### config.mk
export PLATFORM = sky130hd
export DESIGN_NAME = delta_stream_encoder
export DESIGN_NICKNAME = d
export VERILOG_FILES = /design/src/rtl/dve_pkg.sv /design/src/rtl/dve_run_tracker.sv /design/src/rtl/dve_record_pack.sv /design/src/rtl/dve_byte_serializer.sv /design/src/rtl/delta_stream_encoder.sv
export SDC_FILE = /design/constraint.sdc
export NUM_CORES = 1
export LEC_CHECK = 0
export BUFFER_PORTS_ARGS = -buffer_cell sky130_fd_sc_hd__buf_2
export CAP_MARGIN = 10
export CORE_MARGIN = 10
export CORE_UTILIZATION = 50
export CTS_CLUSTER_DIAMETER = 200
export DETAILED_ROUTE_END_ITERATION = 10
export HOLD_SLACK_MARGIN = 0.06
export PLACE_DENSITY = 0.66
export SYNTH_ARGS = -nofsm -noshare
export SYNTH_HDL_FRONTEND = slang
export SYNTH_SLANG_ARGS = --single-unit
### constraint.sdc
create_clock -name clk -period 4.1 [get_ports clk]
set_input_delay 0.41 -clock clk [delete_from_list [all_inputs] [get_ports clk]]
set_output_delay 0.41 -clock clk [all_outputs]
set_load 0.05 [all_outputs]
### src/rtl/dve_pkg.sv
package dve_pkg;

  typedef logic signed [31:0] off32_t;

  typedef enum logic [1:0] {
    SZ_SEQ = 2'd0,
    SZ_B1  = 2'd1,
    SZ_B2  = 2'd2,
    SZ_B4  = 2'd3
  } size_code_e;

  localparam int unsigned REC_MAX_BYTES = 6;

  function automatic size_code_e size_of(input off32_t o);
    if (o == 32'sd4)                          return SZ_SEQ;
    else if (o >= -32'sd127 && o <= 32'sd127) return SZ_B1;
    else if (o >= -32'sd32768 && o <= 32'sd32767) return SZ_B2;
    else                                      return SZ_B4;
  endfunction

  function automatic logic [2:0] offset_bytes(input size_code_e c);
    case (c)
      SZ_SEQ:  return 3'd0;
      SZ_B1:   return 3'd1;
      SZ_B2:   return 3'd2;
      default: return 3'd4;
    endcase
  endfunction

endpackage

### src/rtl/dve_run_tracker.sv
module dve_run_tracker
  import dve_pkg::*;
#(
  parameter int ADDR_W  = 32,
  parameter int RUN_MAX = 255
) (
  input  logic              clk,
  input  logic              rst,
  input  logic              accept,
  input  logic              flush_take,
  input  logic [ADDR_W-1:0] in_addr,
  output logic              emit_valid,
  output off32_t            emit_off,
  output logic [7:0]        emit_cnt
);

  localparam logic [7:0] CNT_LIMIT = 8'(RUN_MAX);

  logic [ADDR_W-1:0] prev_addr;
  logic              run_open;
  off32_t            run_off;
  logic [7:0]        run_cnt;

  logic [ADDR_W-1:0] diff;
  off32_t            cur_off;
  logic              same_off;
  logic [7:0]        cnt_next;
  logic              hit_limit;

  assign diff      = in_addr - prev_addr;
  assign cur_off   = 32'(signed'(diff));
  assign same_off  = run_open && (cur_off == run_off);
  assign cnt_next  = run_cnt + 8'd1;
  assign hit_limit = same_off && (cnt_next == CNT_LIMIT);

  always_comb begin
    emit_valid = 1'b0;
    emit_off   = run_off;
    emit_cnt   = run_cnt;
    if (accept) begin
      if (same_off) begin
        if (hit_limit) begin
          emit_valid = 1'b1;
          emit_cnt   = cnt_next;
        end
      end else if (run_open) begin
        emit_valid = 1'b1;
      end
    end else if (flush_take && run_open) begin
      emit_valid = 1'b1;
    end
  end

  always_ff @(posedge clk) begin
    if (rst) begin
      prev_addr <= '0;
      run_open  <= 1'b0;
      run_off   <= '0;
      run_cnt   <= '0;
    end else if (accept) begin
      prev_addr <= in_addr;
      if (same_off) begin
        if (hit_limit) run_open <= 1'b0;
        else           run_cnt  <= cnt_next;
      end else begin
        run_open <= 1'b1;
        run_off  <= cur_off;
        run_cnt  <= 8'd1;
      end
    end else if (flush_take) begin
      run_open <= 1'b0;
    end
  end

  AST_RUN_CNT_RANGE: assert property (@(posedge clk) disable iff (rst)
    run_open |-> (run_cnt >= 8'd1 && run_cnt < CNT_LIMIT));

  AST_EMIT_CNT_RANGE: assert property (@(posedge clk) disable iff (rst)
    emit_valid |-> (emit_cnt >= 8'd1 && emit_cnt <= CNT_LIMIT));

  AST_MATCH_SILENT: assert property (@(posedge clk) disable iff (rst)
    (accept && same_off && !hit_limit) |-> !emit_valid);

endmodule

### src/rtl/dve_record_pack.sv
module dve_record_pack
  import dve_pkg::*;
(
  input  off32_t                          off,
  input  logic [7:0]                      cnt,
  output logic [REC_MAX_BYTES-1:0][7:0]   rec_bytes,
  output logic [2:0]                      rec_len
);

  size_code_e code;
  logic [2:0] nb;
  logic       rep;
  logic [2:0] base;

  always_comb begin
    code      = size_of(off);
    nb        = offset_bytes(code);
    rep       = (cnt > 8'd1);
    base      = rep ? 3'd2 : 3'd1;
    rec_bytes = '0;
    rec_bytes[0] = {5'b0, rep, code};
    if (rep) rec_bytes[1] = cnt;
    for (int k = 0; k < 4; k++) begin
      if (3'(k) < nb) rec_bytes[int'(base) + k] = off[8*k +: 8];
    end
    rec_len = base + nb;
  end

endmodule

### src/rtl/dve_byte_serializer.sv
module dve_byte_serializer
  import dve_pkg::*;
(
  input  logic                           clk,
  input  logic                           rst,
  input  logic                           load,
  input  logic [REC_MAX_BYTES-1:0][7:0]  ld_bytes,
  input  logic [2:0]                     ld_len,
  input  logic                           out_ready,
  output logic                           out_valid,
  output logic [7:0]                     out_byte
);

  logic [REC_MAX_BYTES-1:0][7:0] sbuf;
  logic [2:0]                    remain;
  logic                          at_hdr;

  always_ff @(posedge clk) begin
    if (rst) begin
      sbuf      <= '0;
      remain    <= '0;
      out_valid <= 1'b0;
      at_hdr    <= 1'b0;
    end else if (load) begin
      sbuf      <= ld_bytes;
      remain    <= ld_len;
      out_valid <= 1'b1;
      at_hdr    <= 1'b1;
    end else if (out_valid && out_ready) begin
      for (int i = 0; i < REC_MAX_BYTES - 1; i++) sbuf[i] <= sbuf[i+1];
      sbuf[REC_MAX_BYTES-1] <= 8'h00;
      remain    <= remain - 3'd1;
      out_valid <= (remain != 3'd1);
      at_hdr    <= 1'b0;
    end
  end

  assign out_byte = sbuf[0];

  AST_HOLD_BYTE: assert property (@(posedge clk) disable iff (rst)
    (out_valid && !out_ready) |=> (out_valid && $stable(out_byte)));

  AST_LOAD_WHEN_IDLE: assert property (@(posedge clk) disable iff (rst)
    load |-> !out_valid);

  AST_HDR_TOP_ZERO: assert property (@(posedge clk) disable iff (rst)
    (out_valid && at_hdr) |-> (out_byte[7:3] == 5'd0));

  AST_SEQ_HDR_ONLY: assert property (@(posedge clk) disable iff (rst)
    (load && ld_bytes[0][2:0] == 3'd0) |-> (ld_len == 3'd1));

  AST_LEN_RANGE: assert property (@(posedge clk) disable iff (rst)
    load |-> (ld_len >= 3'd1 && ld_len <= 3'd6));

endmodule

### src/rtl/delta_stream_encoder.sv
module delta_stream_encoder
  import dve_pkg::*;
#(
  parameter int ADDR_W  = 32,
  parameter int RUN_MAX = 255
) (
  input  logic              clk,
  input  logic              rst,
  input  logic              in_valid,
  output logic              in_ready,
  input  logic [ADDR_W-1:0] in_addr,
  input  logic              flush,
  output logic              out_valid,
  input  logic              out_ready,
  output logic [7:0]        out_byte
);

  logic                          accept;
  logic                          flush_take;
  logic                          emit_valid;
  off32_t                        emit_off;
  logic [7:0]                    emit_cnt;
  logic [REC_MAX_BYTES-1:0][7:0] rec_bytes;
  logic [2:0]                    rec_len;

  assign in_ready   = !out_valid;
  assign accept     = in_valid && in_ready;
  assign flush_take = flush && in_ready && !in_valid;

  dve_run_tracker #(
    .ADDR_W  (ADDR_W),
    .RUN_MAX (RUN_MAX)
  ) u_run (
    .clk        (clk),
    .rst        (rst),
    .accept     (accept),
    .flush_take (flush_take),
    .in_addr    (in_addr),
    .emit_valid (emit_valid),
    .emit_off   (emit_off),
    .emit_cnt   (emit_cnt)
  );

  dve_record_pack u_pack (
    .off       (emit_off),
    .cnt       (emit_cnt),
    .rec_bytes (rec_bytes),
    .rec_len   (rec_len)
  );

  dve_byte_serializer u_ser (
    .clk       (clk),
    .rst       (rst),
    .load      (emit_valid),
    .ld_bytes  (rec_bytes),
    .ld_len    (rec_len),
    .out_ready (out_ready),
    .out_valid (out_valid),
    .out_byte  (out_byte)
  );

  AST_NO_TAKE_WHILE_SENDING: assert property (@(posedge clk) disable iff (rst)
    out_valid |-> !in_ready);

  AST_RESET_IDLE: assert property (@(posedge clk)
    $past(rst) |-> !out_valid);

endmodule

### Word-level counts from Yosys, hierarchy flattened

Index checks and enable logic that the tools add are counted.
Widths: inputs -> output; s select.

* register bits after elaboration: 125
* bits in latches: 0
* RAM bits: 0
* memory bits (read-only): 0
* input bits: 37
* output and inout port bits: 10
* memories: 0

* add/sub/neg operators: 7
* multiply operators: 0
* divide/modulo/power cells: 0
* magnitude comparators: 17
* equality and inequality tests: 8
* shift-type cells: 0
* multiplexer cells: 42
* bitwise operators: 1
* reductions and logical operators: 21

Operator list (count)
* $mux 48: 6
* $bwmux 48: 4
* $demux 8 s3: 4
* $ge 32x1->1 const B: 3
* $lt 32x5->1 const B: 3
* $mux 8: 10
* $eq 32x32->1: 1
* $eq 32x4->1 const B: 1
* $ge 32x16->1 const B: 1
* $ge 32x8->1 const B: 1
* $le 32x16->1 const B: 1
* $le 32x8->1 const B: 1
* $sub 32x32->32: 1
* $logic_and 1x1->1: 13
* $mux 1: 12
* $pmux 3 s3: 1
* $add 3x2->4 const B: 2
* $add 8x1->8 const B: 1
* $eq 8x8->1 const B: 1
* $gt 8x1->1 const B: 1
* $lt 1x3->1 const A: 2
* $lt 2x3->1 const A: 2
* $mux 2: 3
* $mux 3: 2
* 15 further kinds: 19

### Longest topological paths before layout

Gate-level depths: netlist (run 1).

* word-level depth: 22
* depth in mapped cells: 17

### Hierarchy

Synthesis (run 1) repeated with hierarchy kept, for this count alone.

* cell total of the unflattened synthesis: 1175
* area total of the unflattened synthesis: 9452.8 um^2

Modules (own cells, without submodules)
* dve_run_tracker: instances 1, cells each 761, area an instance 6125.9 um^2, sequential area each 1461.4 um^2
* dve_byte_serializer: instances 1, cells each 295, area an instance 2548.7 um^2, sequential area each 1041.0 um^2
* dve_record_pack: instances 1, cells each 116, area an instance 755.7 um^2, sequential area each 0.0 um^2
* delta_stream_encoder: instances 1, cells each 3, area an instance 22.5 um^2, sequential area each 0.0 um^2

### Worst setup path after synthesis (run 1)

No wires, ideal clock.

* path kind: input -> register
* from: in in_addr[0]
* to: reg u_ser.sbuf[40] in the netlist's numbering
* setup time: 0.072 ns
* data arrival time: 4.198 ns
* slack: -0.170 ns
* stages: 17
* buffers on the path: 3
* cell sequence: inv_1 ha_1 fa_1 nand2b_1 a211oi_2 o21ai_2 xnor2_1 a2111oi_2 nor4b_2 o2111ai_1 or4_1 buf_2 or4_4 buf_6 nand2_4 buf_6 mux2i_1

* cells in the longest elaborated chain, start to end: 22

Ends and longest elaborated chain
* start, declared: RTL line delta_stream_encoder.sv:11 `input logic [ADDR_W-1:0] in_addr,`
* $sub 32x32->32 *: RTL line dve_run_tracker.sv:30 `assign diff = in_addr - prev_addr;`
* $eq 32x32->1 *: RTL line dve_run_tracker.sv:32 `assign same_off = run_open && (cur_off == run_off);`
* $logic_and 1x1->1 *: RTL line dve_run_tracker.sv:32
* parallel branches: the longest is 19 deep, another holds $ge 32x1->1
* end signal, assigned: RTL line dve_byte_serializer.sv:25 `sbuf <= ld_bytes;`
* end, declared: RTL line dve_byte_serializer.sv:14 `logic [REC_MAX_BYTES-1:0][7:0] sbuf;`

Every way passes the cells marked *.
A chain may end at the register's enable or synchronous reset.

### Worst setup path after layout (run 1)

* from: reg u_run.prev_addr[8]
* to: reg u_ser.sbuf[41] in the netlist's numbering

* cells in the longest elaborated chain, start to end: 22

Ends and longest elaborated chain
* start, declared: RTL line dve_run_tracker.sv:19 `logic [ADDR_W-1:0] prev_addr;`
* start signal, assigned: RTL line dve_run_tracker.sv:61 `prev_addr <= in_addr;`
* $sub 32x32->32 *: RTL line dve_run_tracker.sv:30
* $eq 32x32->1 *: RTL line dve_run_tracker.sv:32
* $logic_and 1x1->1 *: RTL line dve_run_tracker.sv:32
* parallel branches: the longest is 19 deep, another holds $ge 32x1->1

Marks and branches as above.

==> results of run 1 <==
cell type report:
class,count,area share
sequential,125,0.235
clock inverter,13,0.0176
multi-input combinational,879,0.536
clock buffer,19,0.0406
inverter,52,0.0183
timing repair buffer,181,0.127
tap,220,0.0258
per-stage QoR:
stage	worst slack, ps	setup TNS (ps)	utilization	cell area, sq um
finish	27.6	0	0.638	10700
global route	-137	-4900	0.638	10700
CTS	-4.29	-4.29	0.619	10300
detailed placement	-275	-14520	0.581	9700
global placement	-256	-14370	0.581	9700
floorplan	62.1	0	-	8630
worst max-delay path, delay by kind of cell, from the launching register on:
kind                       cells  cell delay, ps
AOI/OAI and AO/OA              4             950
xor gates and xnor gates       1             200
adders and majority gates      1             280
buffers and inverters          4             550
DFF                            1             330
muxes                          1             190
and+or+nand+nor                4            1490
logic make-up (layout without fill, tap and decap cells):
| kind of cell | count (synthesis) | after routing | share of synthesized area |
|---|---|---|---|
| buffers and inverters | 137 | 265 | 0.0698 |
| adders and majority gates | 39 | 39 | 0.0585 |
| DFF | 125 | 125 | 0.291 |
| muxes | 42 | 42 | 0.0489 |
| AOI/OAI and AO/OA | 276 | 276 | 0.215 |
| xor gates and xnor gates | 64 | 64 | 0.0684 |
| and+or+nand+nor | 458 | 458 | 0.248 |
cells in the final DEF, fill, tap and decap left out, drive strengths merged, types with 6 or more instances in the layout:
| master | netlist | routed |
|---|---|---|
| nand2 | 228 | 228 |
| buf | 31 | 178 |
| dfxtp | 125 | 125 |
| a21oi | 109 | 109 |
| nor2 | 72 | 72 |
| inv | 51 | 53 |
| mux2i | 42 | 42 |
| nor3 | 40 | 40 |
| o21ai | 38 | 38 |
| ha | 37 | 37 |
| xnor2 | 34 | 34 |
| xor2 | 28 | 28 |
| a311oi | 26 | 26 |
| nand4 | 22 | 22 |
| clkbuf | 54 | 22 |
| nand3 | 19 | 19 |
| nor4 | 14 | 14 |
| a211oi | 14 | 14 |
| o211ai | 10 | 10 |
| or2 | 10 | 10 |
| and3 | 9 | 9 |
| a31oi | 9 | 9 |
| a2111oi | 9 | 9 |
| a221oi | 8 | 8 |
| nor2b | 8 | 8 |
| a22o | 7 | 7 |
| o21bai | 7 | 7 |
| nand2b | 6 | 6 |
registers in the layout, indices dropped and copies added (netlist names):
signal	flops
u_run.run_cnt	8
u_ser.out_valid	1
u_ser.sbuf	40
u_ser.remain	3
u_run.run_open	1
u_run.prev_addr	32
u_ser.out_byte	8
u_run.emit_off	32
per-layer routing:
metal / up-vias / share of wire / global-route usage
li1: 4272 / - / -
met1: 4025 / 0.45 / 0.279
met2: 271 / 0.48 / 0.365
met3: 49 / 0.050 / 0.0328
met4: 0 / 0.027 / 0.0780
met5: - / 0 / 0
power by group through the flow:
stage	clock (mW)	combinational [mW]	sequential [mW]
CTS	1.63	1.22	1.44
global placement	0	1.20	1.46
finish	1.61	1.30	1.45
floorplan	0	0.834	1.41
global route	1.68	1.43	1.46
detailed placement	0	1.21	1.47
worst min path at each step:
stage,startpoint,endpoint,slack [ps],cells after the start
2_1_floorplan,u_ser.sbuf[11],u_ser.sbuf[11],430,2
3_3_place_gp,u_run.prev_addr[22],u_run.prev_addr[22],440,2
3_5_place_dp,u_run.prev_addr[27],u_run.prev_addr[27],450,2
4_1_cts,in_addr[14],u_run.prev_addr[14],220,3
5_1_grt,in_addr[0],u_run.prev_addr[0],230,3
6_report,in_addr[14],u_run.prev_addr[14],240,3
repair_timing:
action / 4_1_cts / 5_1_grt
setup buffers: 1 / 6
pin swaps: 1 / 12
endpoints found under the setup margin: 4 / 87
gates cloned: 0 / 3
resized for setup: 3 / 42
==> results.py, run 1 <==
metrics = {
    "synthesis": {
        "cells_after_synth": 1141,
        "net_count_after_synthesis": 1217,
        "synth-edff-count": 0,
        "synth.avg_cell_area_sq_um": 7.54,
        "yosys_warnings": 0,
        "synthMostInstantiatedCell": "nand2_1",
        "synth-async-reset-ratio": 0,
        "number_of_distinct_library_cell_variants_in_the_gate_level_netlist_after_synthesis": 76,
        "synth_ff_type": "dfxtp_1",
        "synth_common_cells": "nand2_1, dfxtp_1, a21oi_1, nor2_1, clkbuf_1",
        "netlist_top_cells_area": "dfxtp_1, nand2_1, a21oi_1",
        "synth_area_sq_um": 8600,
        "synth.largest_area_cell": "dfxtp_1",
        "synth.ff_latch_count": 125,
        "synthDominantCellAreaShare": 0.291,
        "ys_seq_area_frac": 0.291,
    },
    "power_and_ir_drop": {
        "comb_power_share": 0.298,
        "p_per_area_nw_per_um2": 408,
        "internal-power_mw": 2.94,
        "power.total_mw": 4.35,
        "p_switching_mw": 1.42,
        "share_clk_of_total_power": 0.370,
        "power.static_leakage_nw": 4.26,
        "switching_share": 0.326,
        "vdd_ir_drop_max_mv": 0.327,
        "share_seq_of_total_power": 0.332,
    },
    "detailed_routing": {
        "drc_errors": 0,
        "detailedRoute.firstIterationViolations": 700,
        "vias_per_cell": 5.79,
        "drt.antenna.violating_nets": 0,
        "dr_total_vias": 8617,
        "drtPass1Iterations": 6,
        "wire_per_inst_um": 17.0,
        "drt_wl_total_mm": 25.2,
    },
    "global_routing": {
        "overflow": 0,
        "grt_max_degree": 71,
        "grt_pass1_vias": 8016,
        "grtUsageTotal": 0.218,
        "grt_pass1_wl_mm": 40.5,
        "grt_antenna_before_repair": 0,
    },
    "cts": {
        "tritoncts_clock_tree": "done",
        "clock-sinks": 125,
        "root_buffer_master": "clkbuf_16",
        "path_clk_slew_ps": 60,
        "worst_skew_pair.late_latency_ps": 420,
        "cts_max_path_buffers": 2,
        "cts-htree-levels": 4,
        "cts.hold.buffers_added": 0,
        "tritoncts.num_buffers": 17,
    },
    "worst_setup_path": {
        "timing.reg2reg.worst_path_depth": 15,
        "reg2reg_slack_ps": 30,
        "path_cells": "inv_1 -> ha_1 -> buf_4 -> a21oi_1 -> o21ai_0 -> a221oi_1 -> buf_4 -> a21oi_2 -> xnor2_1 -> nand4_1 -> or4_4 -> or4_4 -> nand2_8 -> buf_12 -> mux2i_1",
        "timing.critical_path.fanout_max": 8,
        "timing.critical_path.to": "u_ser.sbuf[41]",
        "critPathLaunchType": "flip-flop",
        "criticalPathCategory": "flip-flop to flip-flop",
        "arrival_ps": 4420,
        "setup.worst_path.start": "u_run.prev_addr[8]",
        "crit_slowest_cell": "or4_4",
        "max_stage_delay_ps": 610,
        "endpoint_kind": "flip-flop",
        "rr_endpoint": "u_ser.sbuf[41]",
        "required_ps": 4450,
        "crit-reg2reg-launch": "u_run.prev_addr[8]",
    },
    "floorplanning": {
        "initial_core_utilization": 0.515,
        "die_width_um": 151,
        "die_h_um": 151,
        "core.rowCount": 47,
        "floorplan.core_area_sq_um": 16700,
        "floorplan.die_area_sq_um": 22900,
        "ioPinCount": 47,
    },
    "timing": {
        "clock_period_minus_final_worst_setup_slack_ps": 4070,
        "upper_clock_frequency_limit_ghz": 0.246,
        "final.setup_skew_ps": 9.94,
        "final-hold-violation-count": 0,
        "final.hold.worst_slack_ps": 237,
        "slew_viol_final": 0,
        "tightestPinTransition_ps": 937,
        "post-route-period-util": 0.993,
        "setup_violations": 0,
        "worst_slew_margin_rel": 0.372,
    },
    "status": {
        "outcome": "completed",
    },
    "final_layout": {
        "synthToLayoutAreaGrowth_pct": 23.9,
        "number_of_fill_cells": 1482,
        "finalNonFillerCells": 1489,
        "post_route_cells_drive_above_1_share": 0.219,
        "antenna_diodes": 0,
        "multi_input_area_sq_um": 5720,
        "finish.net_count": 1332,
        "seq_area_sq_um": 2500,
    },
    "placed_design": {
        "port_buffer_count": 46,
        "placed_cells": 1447,
        "hpwl_mm": 18.0,
        "gp_congestion": 0.899,
    },
    "min_path": {
        "hold_path.class": "input port to flip-flop",
    },
    "job": {
        "number_of_maximum_capacitance_constraint_violations": 0,
    },
}
(Power assumes the default switching activity.)
==> run 2, diff against run 1 <==
--- a/config.mk
+++ b/config.mk
@@ -12,7 +12,7 @@
 export CTS_CLUSTER_DIAMETER = 200
 export DETAILED_ROUTE_END_ITERATION = 10
 export HOLD_SLACK_MARGIN = 0.06
-export PLACE_DENSITY = 0.66
+export PLACE_DENSITY = 0.63
 export SYNTH_ARGS = -nofsm -noshare
 export SYNTH_HDL_FRONTEND = slang
 export SYNTH_SLANG_ARGS = --single-unit
==> constraint.sdc (replaced) <==
create_clock -name clk -period 4.15 [get_ports clk]
set_input_delay 0.415 -clock clk [delete_from_list [all_inputs] [get_ports clk]]
set_output_delay 0.415 -clock clk [all_outputs]
set_load 0.05 [all_outputs]
==> run 2 against run 1 <==
Net effect:
- global-route usage rose by 0.19 points
- worst hold slack got worse by 4.1 ps
- total power fell by 2.4%
- largest cell class unchanged
- sequential share of layout area fell by 0.065 points
- clock-buffer cell count rose by 1
==> results.py, run 2 (synthesized netlist as in run 1, its figures left out) <==
metrics = {
    "timing": {
        "clock_period_minus_final_worst_setup_slack_ps": 4020,
        "slew_viol_final": 0,
        "final.hold.worst_slack_ps": 233,
        "tightestPinTransition_ps": 1080,
        "post-route-period-util": 0.969,
        "fin_tns_setup_ps": 0,
        "setup_violations": 0,
        "worst_slew_margin_rel": 0.278,
        "grt_setup_unrepaired": "true",
        "upper_clock_frequency_limit_ghz": 0.249,
        "final_critical_path_setup_slack_ps": 129,
        "final-hold-violation-count": 0,
        "final.setup_skew_ps": 7.21,
    },
    "final_layout": {
        "multi_input_area_sq_um": 5680,
        "synthToLayoutAreaGrowth_pct": 24.3,
        "antenna_diodes": 0,
        "post-route-util": 0.640,
        "number_of_fill_cells": 1509,
        "finish.net_count": 1339,
        "seq_area_sq_um": 2500,
        "mostFrequentLayoutCell": "nand2_1",
        "top_register": "u_ser.sbuf",
        "post_route_cells_drive_above_1_share": 0.217,
        "number_of_flip_flops_in_the_largest_register": 40,
        "layout_common_cells": "nand2_1, buf_4, dfxtp_1",
    },
    "cts": {
        "tritoncts.num_buffers": 17,
        "root_buffer_master": "clkbuf_16",
        "cts_max_path_buffers": 2,
        "tritoncts_clock_tree": "done",
        "clock-sinks": 125,
        "path_clk_slew_ps": 60,
        "worst_skew_pair.late_latency_ps": 430,
        "cts-htree-levels": 4,
    },
    "worst_setup_path": {
        "timing.critical_path.fanout_max": 14,
        "endpoint_kind": "flip-flop",
        "required_ps": 4430,
        "arrival_ps": 4300,
        "critPathLaunchType": "flip-flop",
        "criticalPathCategory": "flip-flop to flip-flop",
    },
    "placed_design": {
        "hpwl_mm": 18.0,
        "gp_congestion": 0.899,
        "port_buffer_count": 46,
        "preCtsSetupSlack_ps": -282,
    },
    "detailed_routing": {
        "drt.antenna.violating_nets": 0,
        "drtPass1Iterations": 5,
        "wire_per_inst_um": 16.8,
        "drc_errors": 0,
        "dr_total_vias": 8446,
        "drt_wl_total_mm": 25.1,
        "detailedRoute.firstIterationViolations": 637,
        "vias_per_cell": 5.65,
    },
    "floorplanning": {
        "die_h_um": 151,
        "floorplan.die_area_sq_um": 22900,
        "floorplan.core_area_sq_um": 16700,
        "die_width_um": 151,
        "core.rowCount": 47,
        "ioPinCount": 47,
        "initial_core_utilization": 0.515,
    },
    "power_and_ir_drop": {
        "vdd_ir_drop_max_mv": 0.277,
        "power.total_mw": 4.25,
        "p_per_area_nw_per_um2": 397,
        "power.static_leakage_nw": 4.30,
    },
    "job": {
        "number_of_maximum_capacitance_constraint_violations": 0,
    },
    "global_routing": {
        "grt_antenna_before_repair": 0,
        "grt_pass1_wl_mm": 40.9,
        "grt_pass1_vias": 7863,
        "grtUsageTotal": 0.220,
        "grt_max_degree": 68,
        "overflow": 0,
    },
    "status": {
        "outcome": "completed",
    },
    "min_path": {
        "hold_path.class": "input port to flip-flop",
    },
}
==> run 2: per-stage QoR <==
step	cells	area (sq um)
6_report	1496	10700
5_1_grt	1496	10700
4_1_cts	1487	10400
3_5_place_dp	1455	9790
3_3_place_gp	1455	9790
2_1_floorplan	1141	8630
==> run 2: final cells by class <==
type,instances,area share
inverter,52,0.0182
clock inverter,12,0.0128
timing repair buffer,188,0.134
multi-input combinational,879,0.531
clock buffer,20,0.0436
tap,220,0.0257
sequential,125,0.234
==> run 2: timing repair <==
item	4_1_cts	5_1_grt
setup buffers	0	6
gates resized for setup	3	31
pin swaps	1	12
hold buffers	0	0
gates cloned	0	3
endpoints found under the setup margin	17	89
==> run 2: final timing paths <==
kind | slack (ps) | from | to | cells after the start
max | 130 | u_run.prev_addr[0] | u_ser.sbuf[21] | 18
min | 230 | in_addr[27] | u_run.prev_addr[27] | 3
max reg2reg | 130 | u_run.prev_addr[0] | u_ser.sbuf[21] | 18
min reg2reg | 450 | u_run.prev_addr[15] | u_run.prev_addr[15] | 2
==> run 2: critical path, cell delays in order, from the launching register on <==
cell and delay (ps):
dfxtp_2 340, ha_4 150, fa_2 330, nand2b_4 170, a211oi_4 320, o211ai_1 200, buf_4 170, o2111ai_1 170
nand2_1 140, buf_4 170, o311ai_2 260, a2111oi_2 90, nand4_1 200, buf_4 160, nor4_4 30, buf_4 160
buf_12 150, a2111oi_0 550, a311oi_1 90
==> run 2: per-layer routing <==
| layer | track usage | up-vias | routed length, um |
|---|---|---|---|
| met2 | 0.356 | 214 | 11900 |
| met1 | 0.291 | 3900 | 11600 |
| met3 | 0.0388 | 41 | 998 |
| met4 | 0.0722 | 0 | 629 |
| met5 | 0 | - | 0 |
| li1 | - | 4291 | - |
==> run 2: where the power goes <==
part	switching (mW)	internal (mW)
logic	0.682	0.602
registers	0.134	1.30
clock network	0.593	0.935
